$ cat config.mk
export PLATFORM = sky130hd
export DESIGN_NAME = vmove_seq
export DESIGN_NICKNAME = d
export VERILOG_FILES = /design/src/rtl/vms_pkg.sv /design/src/rtl/vms_tag_table.sv /design/src/rtl/vms_find.sv /design/src/rtl/vmove_seq.sv
export SDC_FILE = /design/constraint.sdc
export NUM_CORES = 1
export LEC_CHECK = 0
export BUFFER_PORTS_ARGS = -buffer_cell sky130_fd_sc_hd__buf_2
export CORE_MARGIN = 3
export CORE_UTILIZATION = 45
export CTS_BUF_LIST = sky130_fd_sc_hd__clkbuf_16
export DETAILED_ROUTE_END_ITERATION = 10
export SLEW_MARGIN = 30
export SYNTH_ARGS = -nofsm -noshare
export SYNTH_HDL_FRONTEND = slang
export SYNTH_HIERARCHICAL = 1
export SYNTH_SLANG_ARGS = --single-unit
$ cat constraint.sdc
create_clock -name clk -period 3.5 [get_ports clk]
set_clock_uncertainty 0.05 [all_clocks]
set_input_delay 0.35 -clock clk [delete_from_list [all_inputs] [get_ports clk]]
set_output_delay 0.35 -clock clk [all_outputs]
set_load 0.01 [all_outputs]
$ cat src/rtl/vms_pkg.sv
package vms_pkg;
  typedef enum logic {S_IDLE = 1'b0, S_RUN = 1'b1} vms_state_t;

  typedef struct packed {
    logic       vec;
    logic [4:0] base;
  } vms_tag_t;
endpackage

$ cat src/rtl/vms_tag_table.sv
module vms_tag_table #(
  parameter int NREG = 32,
  localparam int AW = $clog2(NREG)
) (
  input  logic          clk,
  input  logic          rst,
  input  logic          we,
  input  logic [AW-1:0] waddr,
  input  logic          wvec,
  input  logic [AW-1:0] wbase,
  input  logic [AW-1:0] ra_addr,
  output logic          ra_vec,
  output logic [AW-1:0] ra_base,
  input  logic [AW-1:0] rb_addr,
  output logic          rb_vec,
  output logic [AW-1:0] rb_base
);
  logic [NREG-1:0] vec_q;
  logic [AW-1:0]   base_mem [NREG];

  always_ff @(posedge clk) begin
    if (rst) vec_q <= '0;
    else if (we) vec_q[waddr] <= wvec;
  end

  always_ff @(posedge clk) begin
    if (we) base_mem[waddr] <= wbase;
  end

  assign ra_vec  = vec_q[ra_addr];
  assign ra_base = base_mem[ra_addr];
  assign rb_vec  = vec_q[rb_addr];
  assign rb_base = base_mem[rb_addr];
endmodule

$ cat src/rtl/vms_find.sv
module vms_find #(
  parameter int W  = 32,
  parameter int CW = 6
) (
  input  logic [W-1:0]  mask,
  input  logic [CW-1:0] from,
  input  logic [CW-1:0] lim,
  output logic          found,
  output logic [CW-1:0] pos
);
  always_comb begin
    found = 1'b0;
    pos   = '0;
    for (int k = W - 1; k >= 0; k--) begin
      if (mask[k] && (CW'(k) >= from) && (CW'(k) < lim)) begin
        found = 1'b1;
        pos   = CW'(k);
      end
    end
  end
endmodule

$ cat src/rtl/vmove_seq.sv
module vmove_seq #(
  parameter int NREG  = 32,
  parameter int MAXVL = 32,
  localparam int AW = $clog2(NREG),
  localparam int CW = $clog2(MAXVL + 1)
) (
  input  logic             clk,
  input  logic             rst,
  input  logic             tbl_we,
  input  logic [AW-1:0]    tbl_addr,
  input  logic             tbl_vec,
  input  logic [AW-1:0]    tbl_base,
  input  logic             start,
  input  logic [15:0]      instr,
  input  logic [CW-1:0]    vlen,
  input  logic [MAXVL-1:0] src_mask,
  input  logic [MAXVL-1:0] dst_mask,
  output logic             busy,
  output logic             done,
  output logic             cp_valid,
  output logic [AW-1:0]    cp_src,
  output logic [AW-1:0]    cp_dst
);
  import vms_pkg::*;

  vms_state_t       state;
  logic             svec, dvec;
  logic [AW-1:0]    sbase, dbase;
  logic [MAXVL-1:0] smask, dmask;
  logic [CW-1:0]    vl_q, sctr, dctr;

  logic [AW-1:0] rs_f, rd_f;
  logic          rs_tag, rd_tag;
  logic [AW-1:0] rs_map, rd_map;

  assign rs_f = instr[2 +: AW];
  assign rd_f = instr[7 +: AW];

  vms_tag_table #(.NREG(NREG)) u_tags (
    .clk(clk), .rst(rst),
    .we(tbl_we), .waddr(tbl_addr), .wvec(tbl_vec), .wbase(tbl_base),
    .ra_addr(rs_f), .ra_vec(rs_tag), .ra_base(rs_map),
    .rb_addr(rd_f), .rb_vec(rd_tag), .rb_base(rd_map)
  );

  logic          s_found, d_found;
  logic [CW-1:0] s_pos, d_pos;

  vms_find #(.W(MAXVL), .CW(CW)) u_sfind (
    .mask(smask), .from(sctr), .lim(vl_q), .found(s_found), .pos(s_pos)
  );
  vms_find #(.W(MAXVL), .CW(CW)) u_dfind (
    .mask(dmask), .from(dctr), .lim(vl_q), .found(d_found), .pos(d_pos)
  );

  logic          s_ok, d_ok, step_ok;
  logic [CW-1:0] s_idx, d_idx;

  always_comb begin
    s_ok    = svec ? s_found : 1'b1;
    d_ok    = dvec ? d_found : 1'b1;
    s_idx   = svec ? s_pos : '0;
    d_idx   = dvec ? d_pos : '0;
    step_ok = s_ok && d_ok;
  end

  assign busy = (state == S_RUN);

  always_ff @(posedge clk) begin
    if (rst) begin
      state    <= S_IDLE;
      done     <= 1'b0;
      cp_valid <= 1'b0;
      cp_src   <= '0;
      cp_dst   <= '0;
      svec     <= 1'b0;
      dvec     <= 1'b0;
      sbase    <= '0;
      dbase    <= '0;
      smask    <= '0;
      dmask    <= '0;
      vl_q     <= '0;
      sctr     <= '0;
      dctr     <= '0;
    end else begin
      done     <= 1'b0;
      cp_valid <= 1'b0;
      case (state)
        S_IDLE: begin
          if (start) begin
            svec  <= rs_tag;
            dvec  <= rd_tag;
            sbase <= rs_tag ? rs_map : rs_f;
            dbase <= rd_tag ? rd_map : rd_f;
            smask <= src_mask;
            dmask <= dst_mask;
            vl_q  <= vlen;
            sctr  <= '0;
            dctr  <= '0;
            if (vlen == '0) done  <= 1'b1;
            else            state <= S_RUN;
          end
        end
        S_RUN: begin
          if (step_ok) begin
            cp_valid <= 1'b1;
            cp_src   <= sbase + AW'(s_idx);
            cp_dst   <= dbase + AW'(d_idx);
            sctr     <= svec ? s_pos + CW'(1) : '0;
            dctr     <= dvec ? d_pos + CW'(1) : '0;
            if (!svec && !dvec) begin
              state <= S_IDLE;
              done  <= 1'b1;
            end
          end else begin
            state <= S_IDLE;
            done  <= 1'b1;
          end
        end
        default: state <= S_IDLE;
      endcase
    end
  end
endmodule

* Word level (Yosys, flattened, before mapping)
Memories as Yosys holds them, arrays and structs flattened. Cells that the tools add are included.
Operators by class: equality and inequality tests 2, $lt $le $gt $ge 100, bitwise gates (word level) 1, reduce and logical (&&, ||, !) cells 138, $add $sub $neg 4, mux-type cells 161
Operators by type and width (count):
- 5-bit two-way mux | 68
- 5-bit by 6-bit greater-or-equal comparator with 1-bit output (first input constant) | 32
- 1-bit logical AND | 131
- 4-bit by 6-bit greater-or-equal comparator with 1-bit output (first input constant) | 16
- 5-bit by 6-bit less-than comparator with 1-bit output (first input constant) | 16
- 1-bit two-way mux | 80
- 3-bit by 6-bit greater-or-equal comparator with 1-bit output (first input constant) | 8
- 4-bit by 6-bit less-than comparator with 1-bit output (first input constant) | 8
- 32-bit bitwise mux | 1
- 6-bit two-way mux | 5
- 1-bit by 6-bit greater-or-equal comparator with 1-bit output (first input constant) | 4
- 2-bit by 6-bit greater-or-equal comparator with 1-bit output (first input constant) | 4
- 3-bit by 6-bit less-than comparator with 1-bit output (first input constant) | 4
- 6-bit one-hot mux with 2 select lines | 2
- 5-bit by 6-bit less-than comparator with 1-bit output (second input constant) | 3
- 6-bit by 1-bit adder with 6-bit output (second input constant) | 2
- 1-bit by 6-bit less-than comparator with 1-bit output (first input constant) | 2
- 2-bit by 6-bit less-than comparator with 1-bit output (first input constant) | 2
- 5-bit adder | 2
- 1-bit binary-select mux with 5-bit select | 2
- 6-bit zero test | 1
- 2-bit AND reduction | 3
- 1-bit demux with 5-bit select | 1
- 5-bit by 1-bit greater-or-equal comparator with 1-bit output (second input constant) | 1
- 6 further kinds | 8
Storage, ports and cells: logic and storage cells 422, register bits 139, memories 1, RAM bits 160, input bits 101
Memories:
- u_tags.base_mem | words 32, width 5, read ports 2, clocked after Yosys merged registers in 0, wr ports 1, RTL line vms_tag_table.sv:19 | logic [AW-1:0] base_mem [NREG];

* Longest topological paths before layout
Gate-level depths: netlist (run 1).
depth after elaboration 39, mapped depth 17, depth with buffers taken out 15

* By module
Netlist (run 1), hierarchy kept.
Modules (own cells, without submodules):
- vms_tag_table | instances 1, cells each 523, area an instance 9382.7 µm², seq. area each 5445.2 µm²
- vmove_seq | instances 1, cells each 536, area an instance 4341.7 µm², seq. area each 2142.1 µm²
- vms_find | instances 2, cells each 212, area an instance 1337.5 µm², seq. area each 0.0 µm²

* Worst setup path after synthesis (run 1)
Ideal clock, no wire load.
kind register -> register, start reg vl_q[2], end reg cp_dst[4], required time 3364 ps, buffers on the path 1, path slack 227 ps, period minus slack after synthesis 3273 ps, data arrival time 3138 ps, cell stages (with the launch flop) 16, path through dfxtp_1 > buf_2 > or4_4 > o311ai_4 > mux2i_1 > a21oi_1 > o21ai_0 > a21oi_1 > and2_1 > ha_1 > inv_1 > fa_1 > nand2b_1 > a21oi_1 > xnor2_1 > a211oi_1
RTL lines:
- start, declared | RTL line vmove_seq.sv:30 | logic [CW-1:0] vl_q, sctr, dctr;
- start signal, assigned | RTL line vmove_seq.sv:97 | vl_q <= vlen;
- 5-bit by 6-bit less-than comparator with 1-bit output | RTL line vms_find.sv:15 | if (mask[k] && (CW'(k) >= from) && (CW'(k) < lim)) begin
- 1-bit logical AND | RTL line vms_find.sv:15
- 5-bit two-way mux (31 in series) | RTL line vms_find.sv:15
- 5-bit two-way mux (*) | RTL line vms_find.sv:15
- net d_pos[0] | RTL line vmove_seq.sv:47 | logic [CW-1:0] s_pos, d_pos;
- 5-bit two-way mux (*) | RTL line vmove_seq.sv:63 | d_idx = dvec ? d_pos : '0;
- 5-bit adder (*) | RTL line vmove_seq.sv:108 | cp_dst <= dbase + AW'(d_idx);
- end signal, assigned | RTL line vmove_seq.sv:108
- end, declared | RTL line vmove_seq.sv:22 | output logic [AW-1:0] cp_dst
Mark *: on every way through the listed nets, which the timed path passes. The rest lies on a longest branch. A chain may end at the register's enable or synchronous reset.

* Final worst setup path (run 1)
start reg vl_q[2], end reg cp_dst[3]
Same word-level chain as after synthesis.

==> impl_results.md, run 1 <==
- Final hold slack: 0.01196 ns
- Relative slew slack: 39.94%
- Leading cell type in the layout, fill and taps excluded: sky130_fd_sc_hd__nand2_1
- Wire length of the first global-routing pass: 72,120 um
- Site row count: 69
- Worst-margin pin slew: 0.8990 ns
- Share of flip-flops with an asynchronous set or reset: 0%
- Routed length per instance: 21.61 um
- Switching power share of the total: 25.33%
- Average instance area after synthesis: 11.06 um2
- Part of the power in the clock network: 41.4%
- Die outline height: 196.9 um
- DR WL met3: 3087 um
- Initial Utilization: 45.88%
- Number of pins exceeding their max-slew limit in the final report: 0
- Most frequently used flop master after synthesis: sky130_fd_sc_hd__edfxtp_1
- Number of cells traversed by the worst register-to-register path: 16
- Sequential cell area fraction in the yosys report: 46.27%
- Worst setup SP type: flop
- Maximum number of pins on one net before global-route repair: 85
- Portion of total power attributed to sequential cells: 44.9%
- Antenna violations before repair: 2
- Total CTS buffers: 34
- Remaining antenna violation count: 0
- First-pass DRT Iterations: 5
- Endpoint arrival time on the critical path: 3.74 ns
- Io pins: 114
- Synth-to-layout area growth: 20.44%
- Endpoint, Worst Hold: smask[26]$_SDFFE_PP0P_
- Sw Pwr: 2.171 mW
- Number of distinct library cells after synthesis: 82
- Endpoints failing setup: 0
- Final Hold Viols: 0
- Worst min-delay path startpoint: src_mask[26]
- Placeable core area: 0.03574 mm2
- Gr usage total: 23.78%
- Register bit total from synthesis: 299
- Post-route DRC violation count: 0
- Number of sinks handled by clock tree synthesis: 299
- P_leak: 7.089 nW
- YS warnings: 6
- Required time reported for the critical path endpoint: 3.85 ns
- Peak supply drop: 0.4699 mV
- Number of vias per cell: 6.009
- Endpoint class of the critical path: flop
- Status: completed
- Clock tree from TritonCTS: yes
- Vias after detailed routing: 12,980
- Post-synthesis instance area: 0.01640 mm2
- Ratio of final minimum period to clock period: 96.89%
- Final routed wirelength across all metal layers: 46,680 um
- Htree depth: 2
- Fraction of final layout cells sized beyond drive strength 1: 29.66%
- Detailed-route wire length on metal 1: 20,080 um
- Type of the tightest min-delay check: in -> reg
- Synthesized net count: 1,596
- Leftover overflow at the end of global routing: 0
- Routability-driven placement congestion ratio: 0.8941
- Share of power burned in combinational logic: 13.7%
- Reg clk slew, reported paths: 0.06 ns
- Reg2Reg Capture Point: cp_dst[3]$_SDFFE_PP0P_
- Detailed Route Iter0 Violations: 908
- Internal cell power: 6.402 mW
- Time the final worst path needs with I/O delays and setup: 3.391 ns
- Horiz. Die Dim: 196.9 um
- Category of the critical setup timing path: reg -> reg
- P per Cell Area: 434.1 mW/mm2
- Highest-count cells in the layout ignoring fill and taps: 192 x sky130_fd_sc_hd__nand2_1, 160 x sky130_fd_sc_hd__edfxtp_1, 137 x sky130_fd_sc_hd__a21oi_1
- Die area: 0.03877 mm2
- Port-buffer cells: 107
- CTS Root Buffer Type: sky130_fd_sc_hd__clkbuf_16
- Count of flip-flops with a built-in enable after synthesis: 160
- Unrepaired setup endpoints after global routing: yes
- Mapped Cells: 1,483
- Highest clock rate: 0.2949 GHz
- Worst r2r src: vl_q[2]$_SDFFE_PP0P_
- Highest net fanout along the worst path: 7
- Maximum number of buffers from clock root to sink: 3
- Max Used Layer: met5
- Number of nets in the layout: 1,788
- Number of antenna repair diodes: 0
- Register-to-register path setup slack: 0.11 ns
- Worst-skew pair later-pin latency: 0.54 ns
- Max-cap viol count: 0
- Total half-perimeter wirelength after legalization and detailed placement: 32,920 um
- Worst hold path depth: 3
- Via count of the first global-routing pass: 12,706
- Routed length on met2: 21,860 um
- Overall Power: 8.573 mW
-- routing by layer --
layer | up-vias | track usage [%]
met5 | - | 0.7407
met4 | 4 | 8.501
met3 | 96 | 3.692
met2 | 469 | 38.50
met1 | 6364 | 32.81
li1 | 6047 | -
-- sequential cells by signal (all words and copies together), names as in the netlist, 5 cells and up --
register         count
dbase                5
vl_q                 6
u_tags/vec_q        32
smask               32
dctr                 6
cp_dst               5
sbase                5
u_tags/base_mem    160
cp_src               5
sctr                 6
dmask               32
-- worst max-delay path, cell delays in order (launching register included) --
cell                       delay [ns]
sky130_fd_sc_hd__dfxtp_2         0.33
sky130_fd_sc_hd__buf_4           0.15
sky130_fd_sc_hd__or4b_4          0.58
sky130_fd_sc_hd__buf_6           0.16
sky130_fd_sc_hd__nand2_1         0.06
sky130_fd_sc_hd__a211oi_1        0.07
sky130_fd_sc_hd__or3_1           0.36
sky130_fd_sc_hd__a31o_1          0.23
sky130_fd_sc_hd__nand3_1         0.09
sky130_fd_sc_hd__o21ai_2         0.08
sky130_fd_sc_hd__nand2_1         0.11
sky130_fd_sc_hd__inv_1           0.05
sky130_fd_sc_hd__ha_1            0.26
sky130_fd_sc_hd__a21o_1          0.19
sky130_fd_sc_hd__a21oi_2         0.14
sky130_fd_sc_hd__nor4_1          0.05
sky130_fd_sc_hd__a311o_1         0.31
-- how the worst max path moves through the flow --
stage,start,end,slack [ns],cells after the start
detailed placement,vl_q[3]$_SDFFE_PP0P_,cp_dst[4]$_SDFFE_PP0P_,-0.12,16
finish,vl_q[2]$_SDFFE_PP0P_,cp_dst[3]$_SDFFE_PP0P_,0.11,16
CTS,vl_q[3]$_SDFFE_PP0P_,cp_src[3]$_SDFFE_PP0P_,0.002,15
floorplan,vl_q[2]$_SDFFE_PP0P_,cp_dst[4]$_SDFFE_PP0P_,0.23,15
global route,vl_q[5]$_SDFFE_PP0P_,cp_dst[4]$_SDFFE_PP0P_,-0.06,16
global placement,vl_q[1]$_SDFFE_PP0P_,cp_dst[4]$_SDFFE_PP0P_,-0.07,16
-- logic make-up (layout without fill, tap and decap cells) --
group	Yosys count	after routing	share of synthesized area, %
AND/OR/NAND/NOR	521	521	15.46
AO/OA/AOI/OAI	343	343	13.55
flip-flops	299	299	46.27
buffers and inverters	148	364	4.463
multiplexers	144	144	18.44
adder cells (fa/ha/maj)	14	14	1.129
XOR/XNOR	12	12	0.6409
other	2	2	0.04579
-- per-stage QoR --
stage	TNS (ns)	setup slack (ns)	cell area (um2)	utilization [%]	std cells
finish	0	0.1089	19750	55.26	2160
global route	-0.08709	-0.05852	19750	55.26	2160
CTS	0	0.001909	19450	54.43	2152
detailed placement	-0.2443	-0.1215	18040	50.49	2064
global placement	-0.1325	-0.06856	18040	50.47	2064
floorplan	0	0.2269	16400	-	1483
-- cell usage after synthesis, types with 11 or more instances --
master | number | area (um2)
sky130_fd_sc_hd__nand2_1 | 193 | 724.4
sky130_fd_sc_hd__dfxtp_1 | 139 | 2783
sky130_fd_sc_hd__o21ai_1 | 14 | 70.07
sky130_fd_sc_hd__nor2_1 | 86 | 322.8
sky130_fd_sc_hd__buf_2 | 48 | 240.2
sky130_fd_sc_hd__mux4_2 | 102 | 2297
sky130_fd_sc_hd__mux4_1 | 14 | 367.9
sky130_fd_sc_hd__mux2i_1 | 12 | 120.1
sky130_fd_sc_hd__nor3_1 | 29 | 145.1
sky130_fd_sc_hd__a211oi_1 | 22 | 165.2
sky130_fd_sc_hd__nand3_1 | 84 | 420.4
sky130_fd_sc_hd__a21oi_1 | 145 | 725.7
sky130_fd_sc_hd__nand4_1 | 14 | 87.58
sky130_fd_sc_hd__mux2_2 | 11 | 123.9
sky130_fd_sc_hd__edfxtp_1 | 160 | 4805
sky130_fd_sc_hd__clkbuf_1 | 52 | 195.2
sky130_fd_sc_hd__and2_1 | 16 | 100.1
sky130_fd_sc_hd__nand2b_1 | 17 | 106.4
sky130_fd_sc_hd__inv_1 | 23 | 86.33
sky130_fd_sc_hd__o21ai_0 | 59 | 295.3
-- cell type report --
| cell class | count | area (um2) |
|---|---|---|
| clock buffer | 34 | 850.8 |
| clock inverter | 26 | 255.2 |
| fill | 3107 | 15990 |
| inverter | 23 | 86.33 |
| multi-input combinational | 1036 | 8327 |
| sequential | 299 | 7597 |
| tap | 461 | 576.8 |
| timing repair buffer | 281 | 2058 |
-- power by group through the flow --
| stage | registers (mW) | logic (mW) | clock network [mW] |
|---|---|---|---|
| 6_report | 3.85 | 1.17 | 3.55 |
| 5_1_grt | 3.86 | 1.28 | 3.77 |
| 4_1_cts | 3.84 | 1.14 | 3.64 |
| 3_5_place_dp | 3.92 | 1.10 | 0 |
| 3_3_place_gp | 3.92 | 1.09 | 0 |
| 2_1_floorplan | 3.90 | 0.713 | 0 |
-- repair_timing --
action,CTS,global route
hold buffers,27,0
pin swaps,3,16
resized for setup,9,63
buffers inserted,1,9
setup endpoints to repair,4,25
hold endpoints to repair,27,0
Power figures use the tool's default switching activity.
==> inputs of run 2 (changes only) <==
==> constraint.sdc (replaced) <==
create_clock -name clk -period 3.5 [get_ports clk]
set_clock_uncertainty 0.05 [all_clocks]
set_input_delay 0.175 -clock clk [delete_from_list [all_inputs] [get_ports clk]]
set_output_delay 0.175 -clock clk [all_outputs]
set_load 0.01 [all_outputs]
==> impl_results.md, run 2 (synthesized netlist as in run 1, its figures left out) <==
- Wire length of the first global-routing pass: 74,980 um
- Die area: 0.03877 mm2
- Detailed Route Iter0 Violations: 1,059
- Clock tree from TritonCTS: yes
- Vias after detailed routing: 13,242
- Routability-driven placement congestion ratio: 0.9597
- Final Hold Viols: 0
- Number of nets in the layout: 1,826
- Number of flip-flops under the largest register name: 160
- Highest clock rate: 0.2905 GHz
- Worst-skew pair later-pin latency: 0.60 ns
- Post-Layout Inst Area: 0.02016 mm2
- Number of sinks handled by clock tree synthesis: 299
- Worst setup SP type: flop
- Endpoint arrival time on the critical path: 3.84 ns
- Total CTS buffers: 31
- Footprint of the multi-input gates: 0.008287 mm2
- Via count of the first global-routing pass: 13,046
- Total half-perimeter wirelength after legalization and detailed placement: 33,280 um
- Time the final worst path needs with I/O delays and setup: 3.443 ns
- Number of pins exceeding their max-slew limit in the final report: 0
- Synth-to-layout area growth: 22.94%
- Initial Utilization: 45.88%
- Post-layout worst setup margin: 0.05712 ns
- Fraction of final layout cells sized beyond drive strength 1: 27.96%
- Setup slack at placement: -0.1344 ns
- Number of vias per cell: 6.022
- Post-route DRC violation count: 0
- Register name with the most flops: u_tags/base_mem
- Register-to-register path setup slack: 0.06 ns
- Site row count: 69
- Horiz. Die Dim: 196.9 um
- Max-cap viol count: 0
- P per Cell Area: 430.8 mW/mm2
- Maximum number of pins on one net before global-route repair: 77
- Htree depth: 1
- Unrepaired setup endpoints after global routing: yes
- Type of the tightest min-delay check: in -> reg
- Category of the critical setup timing path: reg -> reg
- Die outline height: 196.9 um
- Remaining antenna violation count: 0
- Highest net fanout along the worst path: 19
- Worst-margin pin slew: 0.9343 ns
- Placeable core area: 0.03574 mm2
- Final routed wirelength across all metal layers: 48,290 um
- Gr usage total: 24.55%
- P_leak: 7.241 nW
- Ratio of final minimum period to clock period: 98.37%
- Filler cell count: 3,051
- Status: completed
- Placed Instance Area: 0.01801 mm2
- Number of antenna repair diodes: 0
- Endpoint class of the critical path: flop
- Core occupancy in the finished layout: 56.41%
- Relative slew slack: 37.71%
- Final hold slack: 0.04884 ns
- Endpoints failing setup: 0
- Maximum number of buffers from clock root to sink: 3
- Overall Power: 8.687 mW
- CTS Root Buffer Type: sky130_fd_sc_hd__clkbuf_16
- Leading cell type in the layout, fill and taps excluded: sky130_fd_sc_hd__nand2_1
- Reg clk slew, reported paths: 0.06 ns
- Seq. cell area: 0.007595 mm2
- Routed length per instance: 21.96 um
- Required time reported for the critical path endpoint: 3.89 ns
- Antenna violations before repair: 1
- Highest-count cells in the layout ignoring fill and taps: 193 x sky130_fd_sc_hd__nand2_1, 160 x sky130_fd_sc_hd__edfxtp_1, 138 x sky130_fd_sc_hd__a21oi_1
- Leftover overflow at the end of global routing: 0
- Io pins: 114
- First-pass DRT Iterations: 5
- Port-buffer cells: 107
- Peak supply drop: 0.4062 mV
[run 2: per-stage QoR]
| stage | setup TNS (ns) | instances |
|---|---|---|
| 2_1_floorplan | 0 | 1483 |
| 3_3_place_gp | -0.07738 | 2059 |
| 3_5_place_dp | -0.2356 | 2059 |
| 4_1_cts | 0 | 2190 |
| 5_1_grt | -0.3673 | 2199 |
| 6_report | 0 | 2199 |
[run 2: path summary, 6_finish.rpt]
kind	start	endpoint	cells after the start
max reg2reg	vl_q[5]$_SDFFE_PP0P_	cp_dst[4]$_SDFFE_PP0P_	17
min reg2reg	cp_src[2]$_SDFFE_PP0P_	cp_src[2]$_SDFFE_PP0P_	2
min	tbl_base[2]	u_tags/base_mem[22][2]$_DFFE_PP_	1
max	vl_q[5]$_SDFFE_PP0P_	cp_dst[4]$_SDFFE_PP0P_	17
[run 2: worst max-delay path: stages (launching register included)]
cell and delay (ns):
sky130_fd_sc_hd__dfxtp_1 0.32, sky130_fd_sc_hd__buf_12 0.15, sky130_fd_sc_hd__buf_4 0.16, sky130_fd_sc_hd__nand2b_1 0.21
sky130_fd_sc_hd__nor4_1 0.31, sky130_fd_sc_hd__a2111o_1 0.20, sky130_fd_sc_hd__nor2b_1 0.05, sky130_fd_sc_hd__nor3_1 0.19
sky130_fd_sc_hd__o211ai_1 0.17, sky130_fd_sc_hd__a21oi_2 0.26, sky130_fd_sc_hd__and2_4 0.19, sky130_fd_sc_hd__ha_4 0.13
sky130_fd_sc_hd__inv_2 0.04, sky130_fd_sc_hd__fa_2 0.35, sky130_fd_sc_hd__nand2b_4 0.16, sky130_fd_sc_hd__a21oi_2 0.14
sky130_fd_sc_hd__xnor2_1 0.12, sky130_fd_sc_hd__a211oi_1 0.08
[run 2: timing repair]
action / 4_1_cts / 5_1_grt
pin swaps: 4 / 15
resized for setup: 13 / 39
setup buffers: 0 / 7
hold buffers: 73 / 0
gates cloned: 0 / 2
hold endpoints to repair: 74 / 0
endpoints found under the setup margin: 5 / 22
[run 2: final cells by class]
| cell class | instances | area share (%) |
|---|---|---|
| Inverter | 23 | 0.4282 |
| Clock inverter | 27 | 1.719 |
| Multi-Input combinational cell | 1036 | 41.10 |
| Tap cell | 461 | 2.861 |
| Clock buffer | 31 | 3.848 |
| Sequential cell | 299 | 37.67 |
| Timing Repair Buffer | 322 | 12.37 |
[run 2: routing by layer]
metal / global-route usage (%) / part of all wire (%) / wire (um) / vias to the layer above
li1: - / - / - / 6117
met3: 4.359 / 7.1 / 3423 / 104
met4: 8.738 / 3.9 / 1874 / 2
met5: 0 / 0.027 / 13 / -
met1: 33.42 / 42 / 20370 / 6474
met2: 39.92 / 47 / 22610 / 545
[run 2: power by group]
part	internal, mW	switching [mW]	leakage (nW)
Combinational	0.564	0.645	4.10
Clock	2.20	1.42	0.560
Sequential	3.78	0.0676	2.58
